<file path="config.mk">
export PLATFORM = sky130hd
export DESIGN_NAME = cantrx_mode_ctrl
export DESIGN_NICKNAME = d
export VERILOG_FILES = /design/src/rtl/cantrx_mode_pkg.sv /design/src/rtl/cantrx_supply_qual.sv /design/src/rtl/cantrx_clamp_latch.sv /design/src/rtl/cantrx_mode_seq.sv /design/src/rtl/cantrx_mode_ctrl.sv
export SDC_FILE = /design/constraint.sdc
export NUM_CORES = 1
export LEC_CHECK = 0
export BUFFER_PORTS_ARGS = -buffer_cell sky130_fd_sc_hd__buf_2
export CORE_AREA = 10 10 47 49
export DETAILED_ROUTE_END_ITERATION = 8
export DIE_AREA = 0 0 57 59
export PLACE_DENSITY = 0.77
export SLEW_MARGIN = 25
export SYNTH_ARGS = -nofsm -noshare
export SYNTH_HDL_FRONTEND = slang
export SYNTH_SLANG_ARGS = --single-unit
export TNS_END_PERCENT = 30
</file>
<file path="constraint.sdc">
create_clock -name clk -period 3.4 [get_ports clk]
set_clock_uncertainty 0.1 [all_clocks]
set_input_delay 0 -clock clk [delete_from_list [all_inputs] [get_ports clk]]
set_output_delay 0 -clock clk [all_outputs]
set_load 0.005 [all_outputs]
</file>
<file path="src/rtl/cantrx_mode_pkg.sv">
package cantrx_mode_pkg;

  typedef enum logic [1:0] {
    MD_UNPWR   = 2'd0,
    MD_STANDBY = 2'd1,
    MD_SILENT  = 2'd2,
    MD_NORMAL  = 2'd3
  } trx_mode_e;

  // Destination mode for powered operation; txd low holds the present mode.
  function automatic trx_mode_e pick_target(trx_mode_e cur, logic stby,
                                            logic nsil, logic txd, logic fault);
    trx_mode_e t;
    if (stby)                t = MD_STANDBY;
    else if (!nsil || fault) t = MD_SILENT;
    else if (txd)            t = MD_NORMAL;
    else                     t = cur;
    return t;
  endfunction

  // Settling ticks for a hop between two powered modes.
  function automatic int unsigned hop_ticks(trx_mode_e from, trx_mode_e to,
                                            int unsigned wake, int unsigned swap,
                                            int unsigned sleep);
    int unsigned t;
    if (to == MD_STANDBY)        t = sleep;
    else if (from == MD_STANDBY) t = wake;
    else                         t = swap;
    return t;
  endfunction

endpackage

</file>
<file path="src/rtl/cantrx_supply_qual.sv">
module cantrx_supply_qual #(
  parameter bit          USE_VIO  = 1'b0,
  parameter int unsigned GOOD_CYC = 2
) (
  input  logic clk,
  input  logic rst_n,
  input  logic vcc_uv_i,
  input  logic vio_uv_i,
  output logic sup_ok_o,
  output logic sup_ready_o
);
  localparam int unsigned GW = (GOOD_CYC > 2) ? $clog2(GOOD_CYC) : 1;
  localparam logic [GW-1:0] GLAST = GW'(GOOD_CYC - 1);

  logic [GW-1:0] good_q;

  generate
    if (USE_VIO) begin : g_dual
      assign sup_ok_o = !vcc_uv_i && !vio_uv_i;
    end else begin : g_single
      logic unused_vio;
      assign unused_vio = vio_uv_i;
      assign sup_ok_o   = !vcc_uv_i;
    end
  endgenerate

  always_ff @(posedge clk) begin
    if (!rst_n || !sup_ok_o) good_q <= '0;
    else if (good_q != GLAST) good_q <= good_q + GW'(1);
  end

  assign sup_ready_o = sup_ok_o && (good_q == GLAST);


  good_run_chk: assert property (@(posedge clk) disable iff (!rst_n)
    sup_ready_o |-> $past(sup_ok_o));

endmodule

</file>
<file path="src/rtl/cantrx_clamp_latch.sv">
module cantrx_clamp_latch
  import cantrx_mode_pkg::*;
(
  input  logic      clk,
  input  logic      rst_n,
  input  trx_mode_e mode_i,
  input  logic      clamp_det_i,
  input  logic      rxd_dom_i,
  output logic      fault_o
);
  logic active_mode, drop_fault;

  assign active_mode = (mode_i == MD_SILENT) || (mode_i == MD_NORMAL);
  assign drop_fault  = rxd_dom_i || !active_mode;

  always_ff @(posedge clk) begin
    if (!rst_n || drop_fault)        fault_o <= 1'b0;
    else if (clamp_det_i)            fault_o <= 1'b1;
  end


  fault_sleep_clr_chk: assert property (@(posedge clk) disable iff (!rst_n)
    (mode_i == MD_STANDBY) |=> !fault_o);


  fault_rxd_clr_chk: assert property (@(posedge clk) disable iff (!rst_n)
    rxd_dom_i |=> !fault_o);

endmodule

</file>
<file path="src/rtl/cantrx_mode_seq.sv">
module cantrx_mode_seq
  import cantrx_mode_pkg::*;
#(
  parameter int unsigned DLY_WAKE  = 6,
  parameter int unsigned DLY_SWAP  = 3,
  parameter int unsigned DLY_SLEEP = 2
) (
  input  logic      clk,
  input  logic      rst_n,
  input  logic      sup_ok_i,
  input  logic      sup_ready_i,
  input  logic      stby_i,
  input  logic      nsil_i,
  input  logic      txd_i,
  input  logic      fault_i,
  output trx_mode_e mode_o
);
  localparam int unsigned MAXD0 = (DLY_WAKE > DLY_SWAP) ? DLY_WAKE : DLY_SWAP;
  localparam int unsigned MAXD  = (MAXD0 > DLY_SLEEP) ? MAXD0 : DLY_SLEEP;
  localparam int unsigned CW    = $clog2(MAXD + 1);

  trx_mode_e       mode_q, pend_q, tgt;
  logic [CW-1:0]   cnt_q, hop_last;
  logic            retarget, hop_done;

  assign tgt      = pick_target(mode_q, stby_i, nsil_i, txd_i, fault_i);
  assign hop_last = CW'(hop_ticks(mode_q, tgt, DLY_WAKE, DLY_SWAP, DLY_SLEEP)) - CW'(1);
  assign retarget = (tgt != mode_q) && (tgt != pend_q);
  assign hop_done = (tgt != mode_q) && (tgt == pend_q) && (cnt_q >= hop_last);

  always_ff @(posedge clk) begin
    if (!rst_n || !sup_ok_i) begin
      mode_q <= MD_UNPWR;
      pend_q <= MD_UNPWR;
      cnt_q  <= '0;
    end else if (mode_q == MD_UNPWR) begin
      if (sup_ready_i) mode_q <= MD_STANDBY;
      pend_q <= MD_STANDBY;
      cnt_q  <= '0;
    end else if (tgt == mode_q) begin
      pend_q <= mode_q;
      cnt_q  <= '0;
    end else if (retarget) begin
      pend_q <= tgt;
      cnt_q  <= '0;
    end else if (hop_done) begin
      mode_q <= tgt;
      cnt_q  <= '0;
    end else begin
      cnt_q  <= cnt_q + CW'(1);
    end
  end

  assign mode_o = mode_q;


  supply_loss_chk: assert property (@(posedge clk) disable iff (!rst_n)
    !sup_ok_i |=> (mode_q == MD_UNPWR));


  unpwr_exit_chk: assert property (@(posedge clk) disable iff (!rst_n)
    (mode_q == MD_UNPWR) |=> (mode_q inside {MD_UNPWR, MD_STANDBY}));


  stby_hold_chk: assert property (@(posedge clk) disable iff (!rst_n)
    (sup_ok_i && stby_i && mode_q == MD_STANDBY) |=> (mode_q == MD_STANDBY));


  normal_entry_chk: assert property (@(posedge clk) disable iff (!rst_n)
    (mode_q != MD_NORMAL) |=> (mode_q != MD_NORMAL) || ($past(txd_i) && !$past(fault_i)));


  fault_block_chk: assert property (@(posedge clk) disable iff (!rst_n)
    (fault_i && mode_q != MD_NORMAL) |=> (mode_q != MD_NORMAL));


  cnt_bound_chk: assert property (@(posedge clk) disable iff (!rst_n)
    cnt_q < CW'(MAXD));

endmodule

</file>
<file path="src/rtl/cantrx_mode_ctrl.sv">
module cantrx_mode_ctrl
  import cantrx_mode_pkg::*;
#(
  parameter bit          SILENT_PIN = 1'b1,
  parameter int unsigned DLY_WAKE   = 6,
  parameter int unsigned DLY_SWAP   = 3,
  parameter int unsigned DLY_SLEEP  = 2,
  parameter int unsigned GOOD_CYC   = 2
) (
  input  logic       clk,
  input  logic       rst_n,
  input  logic       stby_i,
  input  logic       nsil_i,
  input  logic       txd_i,
  input  logic       vcc_uv_i,
  input  logic       vio_uv_i,
  input  logic       clamp_det_i,
  input  logic       rxd_dom_i,
  output logic [1:0] mode_o,
  output logic       tx_en_o,
  output logic       hsrx_en_o,
  output logic       wake_en_o,
  output logic       bias_mid_o
);
  logic      sup_ok, sup_ready, nsil_eff, fault;
  trx_mode_e mode;

  generate
    if (SILENT_PIN) begin : g_silpin
      assign nsil_eff = nsil_i;
    end else begin : g_iopin
      logic unused_nsil;
      assign unused_nsil = nsil_i;
      assign nsil_eff    = 1'b1;
    end
  endgenerate

  cantrx_supply_qual #(
    .USE_VIO  (!SILENT_PIN),
    .GOOD_CYC (GOOD_CYC)
  ) u_sup (
    .clk         (clk),
    .rst_n       (rst_n),
    .vcc_uv_i    (vcc_uv_i),
    .vio_uv_i    (vio_uv_i),
    .sup_ok_o    (sup_ok),
    .sup_ready_o (sup_ready)
  );

  cantrx_clamp_latch u_clamp (
    .clk         (clk),
    .rst_n       (rst_n),
    .mode_i      (mode),
    .clamp_det_i (clamp_det_i),
    .rxd_dom_i   (rxd_dom_i),
    .fault_o     (fault)
  );

  cantrx_mode_seq #(
    .DLY_WAKE  (DLY_WAKE),
    .DLY_SWAP  (DLY_SWAP),
    .DLY_SLEEP (DLY_SLEEP)
  ) u_seq (
    .clk         (clk),
    .rst_n       (rst_n),
    .sup_ok_i    (sup_ok),
    .sup_ready_i (sup_ready),
    .stby_i      (stby_i),
    .nsil_i      (nsil_eff),
    .txd_i       (txd_i),
    .fault_i     (fault),
    .mode_o      (mode)
  );

  assign mode_o     = mode;
  assign tx_en_o    = (mode == MD_NORMAL);
  assign hsrx_en_o  = (mode == MD_NORMAL) || (mode == MD_SILENT);
  assign bias_mid_o = (mode == MD_NORMAL) || (mode == MD_SILENT);
  assign wake_en_o  = (mode == MD_STANDBY);


  tx_needs_rx_chk: assert property (@(posedge clk) disable iff (!rst_n)
    $rose(tx_en_o) |-> $past(sup_ok) && hsrx_en_o);

endmodule

</file>
==> results of run 1 <==
## what timing repair did
| action | 4_1_cts | 5_1_grt |
|---|---|---|
| hold buffers | 4 | 0 |
| hold endpoints to repair | 4 | 0 |
| setup endpoints to repair | 0 | 0 |
## synth_stat cells, drive strengths merged, types with 2 or more instances
master  number  share of area (%)
nor3         3                2.6
buf          2                3.2
inv          5                3.2
or2          2                2.2
and2b        3                4.3
ha           4                8.6
a21oi        3                2.6
nand2b       2                2.2
nor2        10                6.5
dfxtp        9                 31
o21ai        3                2.6
## power by group
group          leakage [nW]  switching (mW)  internal, mW
sequential           0.0731         0.00128         0.107
clock                0.0150          0.0369        0.0452
combinational         0.233          0.0138        0.0155
total                 0.321          0.0519         0.168
## state kept, by name, indices dropped and copies added (netlist names)
| name | flops |
|---|---|
| u_seq.cnt_q | 3 |
| u_clamp.fault_o | 1 |
| u_seq.mode_o | 2 |
| u_seq.pend_q | 2 |
| u_sup.good_q | 1 |
## metrics by stage
step                utilization (%)  instances
floorplan                         -         63
global placement               45.4         89
detailed placement             45.4         89
CTS                            50.1         97
global route                   50.1         97
finish                         50.1         97
## critical path, cell delays in order, from the launching register on
cell and delay [ns]:
sky130_fd_sc_hd__dfxtp_1 0.57, sky130_fd_sc_hd__and2b_2 0.28, sky130_fd_sc_hd__or2_2 0.29, sky130_fd_sc_hd__ha_1 0.27, sky130_fd_sc_hd__o21ai_0 0.08, sky130_fd_sc_hd__a21oi_1 0.26, sky130_fd_sc_hd__and3_4 0.26, sky130_fd_sc_hd__mux2_4 0.29
## how the worst max path moves through the flow
stage / start / end / slack (ns) / cells after the start
2_1_floorplan: u_seq.mode_o[1]$_SDFFE_PP0P_ / u_seq.mode_o[0]$_SDFFE_PP0P_ / 1.12 / 8
3_3_place_gp: u_seq.mode_o[1]$_SDFFE_PP0P_ / u_seq.mode_o[0]$_SDFFE_PP0P_ / 0.98 / 7
3_5_place_dp: u_seq.mode_o[1]$_SDFFE_PP0P_ / u_seq.mode_o[0]$_SDFFE_PP0P_ / 0.92 / 7
4_1_cts: u_seq.mode_o[1]$_SDFFE_PP0P_ / u_seq.mode_o[0]$_SDFFE_PP0P_ / 0.88 / 7
5_1_grt: u_seq.mode_o[1]$_SDFFE_PP0P_ / u_seq.mode_o[0]$_SDFFE_PP0P_ / 0.78 / 7
6_report: u_seq.mode_o[1]$_SDFFE_PP0P_ / u_seq.mode_o[0]$_SDFFE_PP0P_ / 0.87 / 7
## cell type report
cell class | count | area share, %
multi-input combinational | 46 | 50.1
tap | 16 | 2.85
sequential | 9 | 25.7
timing repair buffer | 17 | 15.0
clock buffer | 4 | 3.74
inverter | 5 | 2.67
## routing by layer
| metal | vias to the layer above | wire length (um) | GRT usage [%] |
|---|---|---|---|
| li1 | 251 | - | - |
| met1 | 212 | 478 | 6.94 |
| met2 | 13 | 624 | 11.0 |
| met3 | 2 | 59 | 2.58 |
| met4 | 0 | 19 | 5.37 |
| met5 | - | 0 | 0 |
## cell families (layout without fill, tap and decap cells)
group | Yosys count | in the layout
buffers and inverters | 8 | 26
XOR/XNOR | 2 | 2
adder cells (fa/ha/maj) | 4 | 4
AO/OA/AOI/OAI | 10 | 10
AND/OR/NAND/NOR | 29 | 29
multiplexers | 1 | 1
flip-flops | 9 | 9
==> impl_summary.md, run 1 <==
Synth
Averaged over all synthesized cells, the footprint is 9.20 sq um. The total number of yosys warnings is 0. Of the total synthesized cell area, the portion taken by AND, OR, NAND and NOR gates is 33.5%.

In the synthesized netlist, mux cells make up 2.59% of the area. Synthesis instantiated 30 different standard cells from the library. The count of mapped cells out of synthesis is 63. The most used flip-flop cell after synthesis is sky130_fd_sc_hd__dfxtp_1.

Sequential cells were found to cover 31.1% of the synthesized design area. The synthesized design contains 9 register bits. The post-synth net total is 76. The mapped netlist covers 579 sq um.

Summing the areas of all compound-gate instances in the mapped netlist gives 13.0% of the synthesized area. The synthesized netlist devotes 3.02% of its cell area to XOR and XNOR gates. After synthesis, the share of flip-flops with an asynchronous set or reset is 0%. Counting flops with a built-in enable in the synthesized netlist gives 0. By area, the combinational part of the netlist is dominated by simple AND/OR/NAND/NOR gates. The adder-cell area share of the yosys netlist is 8.64%.

Worst setup path
The worst setup path is launched from a flop. The maximum fanout along the worst path is 12. STA classifies the critical path endpoint as a flop. For the worst setup path, the data arrival time is 2.58 ns. Across all register-to-register paths, the minimum setup slack is 0.87 ns. The critical path is of the reg2reg type. The startpoint identified for the worst register-to-register timing path is u_seq.mode_o[1]$_SDFFE_PP0P_. At the worst endpoint, the required time is 3.44 ns. The endpoint identified for the worst register-to-register timing path is u_seq.mode_o[0]$_SDFFE_PP0P_. The count of cells along the worst register-to-register path is 7.

Global route
The initial antenna violation count is 0. The first-pass GRT wire length is 1810 um. The largest net degree at the start of global routing is 13. The number of global-route vias before repair is 439. The total grt overflow is 0. For this run, the total global-route usage over all layers was measured as 6.80%.

Layout
Summing all multi-input logic gate instances after layout gives 352 sq um. The most common cell after layout, fill and taps aside is sky130_fd_sc_hd__buf_2. From synthesis to final layout, the design area changed by 21.2%. Across the whole layout, storage elements account for 180 sq um.

The finished cells cover 702 sq um. The repair_antennas step left the layout with diodes totalling 0. After the last flow step, the layout net total stands at 95. The count of filler cells inserted in the layout is 140. The top cell types in the final layout, fill and taps aside, are 13 x sky130_fd_sc_hd__buf_2, 10 x sky130_fd_sc_hd__nor2_1, 9 x sky130_fd_sc_hd__dfxtp_1. The post-route netlist has 35.8% of its cells at a drive strength greater than 1.

STA
Measured against its own limit, the worst slew margin works out to 72.6%. The transition at the pin with the smallest max-transition slack is 0.411 ns. The hold violation count in the final report was 0. Setup violations remaining at the end of the flow were counted as 0.

The routed design could run at a clock period as short as 2.53 ns. The maximum clock frequency is 395 MHz. The max-slew violation total from the final report is 0. Setup repair after global routing left no endpoint under its margin. The worst hold slack is 0.0286 ns.

Setup total negative slack on the finished layout was measured at 0 ns. The final critical path takes up 74.5% of the cycle. In the post-route analysis, the smallest setup slack over all paths is 0.867 ns.

Job
The tool flagged a number of max-cap violations equal to 0.

Clock network
The number of gates resized after CTS is 0. The cell sitting at the root of the clock tree is a sky130_fd_sc_hd__clkbuf_4. Post-CTS timing repair inserted 0 buffers for setup. The number of buffers added by the clock tree synthesis step is 3. The maximum level of the CTS H-tree is 1. The CTS tree is built. The clock latency reported for the late side of the worst-skew pair is 0.26 ns. The buffer depth of the longest clock path is 2.

Clock-pin slew was measured on the worst setup and hold paths at 0.06 ns. CTS saw 9 sinks.

Place
Timing analysis after detailed placement gives a worst setup slack of 0.920 ns. The number of port buffers is 13. The placed instances occupy a cell area of 636 sq um. The half-perimeter wire length of the detailed placement result is 887 um. Routability-driven placement finished with a final weighted congestion of 0.730.

Routing
The number of design rule violations left after detail routing is 0. The routed via count divided by cell count is 4.93. The number of vias after detailed routing is 478.

After detailed routing, the total wire length is 1180 um. The number of nets with antenna violations after routing is 0. The iteration-0 DRC count of the detailed router is 6. The pre-antenna-repair detailed-routing pass consisted of 4 iterations.

After detailed routing, the average wire length per cell comes to 12.2 um.

Min path
The beginning of the worst hold path is vcc_uv_i. The worst hold path terminates at u_seq.mode_o[1]$_SDFFE_PP0P_. Along the worst hold path, the cell count comes to 3.

The type of the worst min-delay path is in2reg.

Floorplanning
The die covers 3360 sq um. The width of the die is 57 um. The floorplan has 14 rows. The die outline height is 59 um. The I/O pin count is 15.

For this configuration, the core starts out at a cell density of 41.3%. The placeable core region is 1400 sq um.

Status
The run finished with clean final reports.

Power
Across the VDD grid, the largest voltage drop is 0.214 mV. The total power is 0.220 mW. For this design the static power due to leakage is 0.321 nW.

The power density of the placed cells is 313 nW/um^2.
Power figures use the tool's default switching activity.
==> inputs of run 2 (changes only) <==
clock period = 2.4 ns   (was 3.4 ns; I/O delays follow)
==> run 2 against run 1 <==
  * Utilization is 1.9 points higher
  * Sequential share of layout area decreased by 0.93 points
  * Register-to-register slack worse by 0.66 ns
==> impl_summary.md, run 2 (synthesis gave the netlist of run 1 again) <==
Place
The number of port buffers is 13 (unchanged). The weighted congestion at the end of routability-driven global placement is 0.689 (was 0.730). The number of placed instances with taps included is 92 (was 89). The half-perimeter wire length of the detailed placement result came to 996 um (was 887 um).

Routing
The count of TritonRoute iterations in the first routing pass is 4 (unchanged). The met2 wirelength from detailed routing is 766 um (was 624 um). The wire length the detailed router placed on met1 is 514 um (was 478 um). The number of nets with antenna violations after routing came to 0 (unchanged). The routed via count divided by cell count is 5.11 (was 4.93). The wire length reported by the detailed router was 1370 um (was 1180 um).

The routed length on met3 was 67 um (was 59 um). The number of vias after detailed routing came to 511 (was 478). The uppermost layer routed is met4 (unchanged). The iteration-0 DRC count of the detailed router is 14 (was 6). The average detailed-routed wire length per instance is 13.7 um (was 12.2 um). The number of design rule violations left after detail routing came to 0 (unchanged).

Clock network
The number of buffers added by the clock tree synthesis step is 3 (unchanged). The CTS tree is built (unchanged). The post-CTS setup buffer count was 0 (unchanged). The clock latency reported for the late side of the worst-skew pair is 0.27 ns (was 0.26 ns).

The buffer depth of the longest clock path is 2 (unchanged). The buffer type at the clock tree root was sky130_fd_sc_hd__clkbuf_4 (unchanged). The maximum level of the CTS H-tree is 1 (unchanged). The number of sinks handled by clock tree synthesis is 9 (unchanged). The clock-pin slew on the worst setup and hold paths is 0.06 ns (about the same).

Floorplanning
The I/O pin count is 15 (unchanged). The area enclosed by the die boundary is 3360 sq um (unchanged). The die outline height is 59 um (unchanged). The site row count came to 14 (unchanged). The initial core utilization is 41.3% (unchanged). The width of the die came to 57 um (unchanged). The placeable core region is 1400 sq um (unchanged).

Worst setup path
The endpoint type of the worst setup path is a flop (unchanged). The origin of the worst setup path is u_clamp.fault_o$_SDFFE_PP0P_ (was u_seq.mode_o[1]$_SDFFE_PP0P_). The reg-to-reg startpoint is u_clamp.fault_o$_SDFFE_PP0P_ (was u_seq.mode_o[1]$_SDFFE_PP0P_). The number of buffer and inverter instances along the worst setup path was 0 (unchanged). The delay of the slowest cell on the worst path is 0.44 ns (was 0.57 ns). The number of gates on the worst path with buffers counted came to 8 (was 7). The startpoint type of the worst setup path is a flop (unchanged). The required arrival time at the worst endpoint is 2.46 ns (was 3.44 ns). The maximum fanout along the worst path is 3 (was 12). The most frequent cell on the critical path is sky130_fd_sc_hd__nor2_1. The type of the setup path with the least slack was reg2reg (unchanged). Critical Path, Cell by Cell: nand2b_1 -> nor2_1 -> or3b_2 -> ha_1 -> nor2_1 -> a21oi_2 -> and3_4 -> mux2_4 (was and2b_2 -> or2_2 -> ha_1 -> o21ai_0 -> a21oi_1 -> and3_4 -> mux2_4).

The slowest cell on the critical path is sky130_fd_sc_hd__or3b_2 (was sky130_fd_sc_hd__dfxtp_1). The cell family with the largest share of critical-path delay is simple AND/OR/NAND/NOR gates (unchanged). The count of cells along the worst register-to-register path was 8 (was 7). The signal arrival time at the worst endpoint is 2.26 ns (was 2.58 ns).

Layout
The area growth from synthesis to layout was 25.7% (was 21.2%). The fraction of layout instances using a drive strength above 1 is 39.3% (was 35.8%). The register bank with the most flops was u_seq.cnt_q (unchanged).

The final cell count without fillers came to 100 (was 97). The total inserted antenna cells is 0 (unchanged). The most common cell after layout, fill and taps aside is sky130_fd_sc_hd__buf_2 (unchanged). Commonest cells after routing, fill and taps aside: 13 x sky130_fd_sc_hd__buf_2, 10 x sky130_fd_sc_hd__nor2_1, 9 x sky130_fd_sc_hd__dfxtp_1 (unchanged).

The number of flip-flops in the largest register came to 3 (unchanged). The net count of the finished layout is 98 (was 95).

Job
The number of maximum-capacitance violations came to 0 (unchanged).

Power
The register share of total power came to 47.8% (was 49.4%). The leakage power is 0.337 nW (was 0.321 nW). The power density of the placed cells is 439 nW/um^2 (was 313 nW/um^2). The peak ir drop on the vdd network is 0.225 mV (was 0.214 mV).

The cell-internal power came to 0.240 mW (was 0.168 mW). The switching power is 0.0805 mW (was 0.0519 mW). The portion of total power attributed to the clock network came to 38.0% (was 37.3%). The switching part of the total power is 25.2% (was 23.6%). The proportion of power drawn by combinational gates was 14.2% (was 13.3%).

Min path
The beginning of the worst hold path is vcc_uv_i (unchanged). The type of the worst min-delay path was in2reg (unchanged). The number of cells traversed by the worst hold path is 3 (unchanged).

STA
The hold violation count in the final report came to 0 (unchanged). The max-slew violation total from the final report is 0 (unchanged). Setup repair after global routing missed its margin: false (unchanged).

The total negative slack for setup checks is 0 ns (unchanged). The maximum clock frequency is 455 MHz (was 395 MHz). The final number of setup-violating endpoints came to 0 (unchanged). The headroom to the max-slew limit is 81.1% (was 72.6%). The post-route minimum period is 2.20 ns (was 2.53 ns). The transition at the pin with the smallest max-transition slack was 0.283 ns (was 0.411 ns).

The final cycle utilization of the critical path is 91.5% (was 74.5%).

Global route
The initial antenna violation count is 0 (unchanged). The largest net degree at the start of global routing is 12 (was 13). The first-pass GRT wire length is 2300 um (was 1810 um). The number of global-route vias before repair was 503 (was 439). The total grt overflow came to 0 (unchanged). The aggregate global-route resource usage is 8.39% (was 6.80%).

Status
Outcome: finished clean (unchanged).
==> run 2: through the flow <==
step / setup WS, ns / total power [mW] / hold slack, ns / util [%] / instance area [sq um]
floorplan: 0.115 / 0.180 / -0.0234 / - / 579
global placement: 0.182 / 0.194 / 0.0620 / 47.0 / 658
detailed placement: 0.173 / 0.196 / 0.0766 / 47.0 / 658
CTS: 0.156 / 0.319 / 0.0186 / 51.7 / 724
global route: 0.0597 / 0.329 / 0.0577 / 52.0 / 728
finish: 0.204 / 0.320 / 0.0170 / 52.0 / 728
==> run 2: timing repair <==
| action | in CTS | in global routing |
|---|---|---|
| setup endpoints to repair | 0 | 1 |
| hold buffers | 4 | 0 |
| endpoints found under the hold margin | 4 | 0 |
| gates resized for setup | 0 | 1 |
==> run 2: per-layer routing <==
metal / GRT usage [%] / vias up
met5: 0 / -
met3: 3.00 / 4
met4: 3.02 / 0
met1: 9.05 / 247
li1: - / 254
met2: 14.7 / 6
==> run 2: cell type report <==
class / count / area [sq um]
inverter: 5 / 18.8
sequential: 9 / 180
multi-input combinational: 46 / 355
timing repair buffer: 20 / 128
tap: 16 / 20.0
fill: 140 / 673
clock buffer: 4 / 26.3
==> run 2: final timing paths <==
kind,end,slack (ns)
hold reg to reg,u_seq.cnt_q[0]$_SDFF_PP0_,0.36
hold / removal,u_seq.mode_o[1]$_SDFFE_PP0P_,0.02
setup / recovery,u_seq.mode_o[0]$_SDFFE_PP0P_,0.20
setup reg to reg,u_seq.mode_o[0]$_SDFFE_PP0P_,0.20
==> run 2: tightest hold or removal path: stages <==
cell	delay (ns)
sky130_fd_sc_hd__buf_2	0.07
sky130_fd_sc_hd__nand2b_1	0.22
sky130_fd_sc_hd__a221oi_2	0.05
==> run 2: power by group through the flow <==
| stage | Sequential [mW] | Clock (mW) | Combinational, mW |
|---|---|---|---|
| 2_1_floorplan | 0.157 | 0 | 0.0234 |
| 3_3_place_gp | 0.156 | 0 | 0.0379 |
| 3_5_place_dp | 0.156 | 0 | 0.0398 |
| 4_1_cts | 0.153 | 0.122 | 0.0441 |
| 5_1_grt | 0.153 | 0.126 | 0.0509 |
| 6_report | 0.153 | 0.122 | 0.0454 |
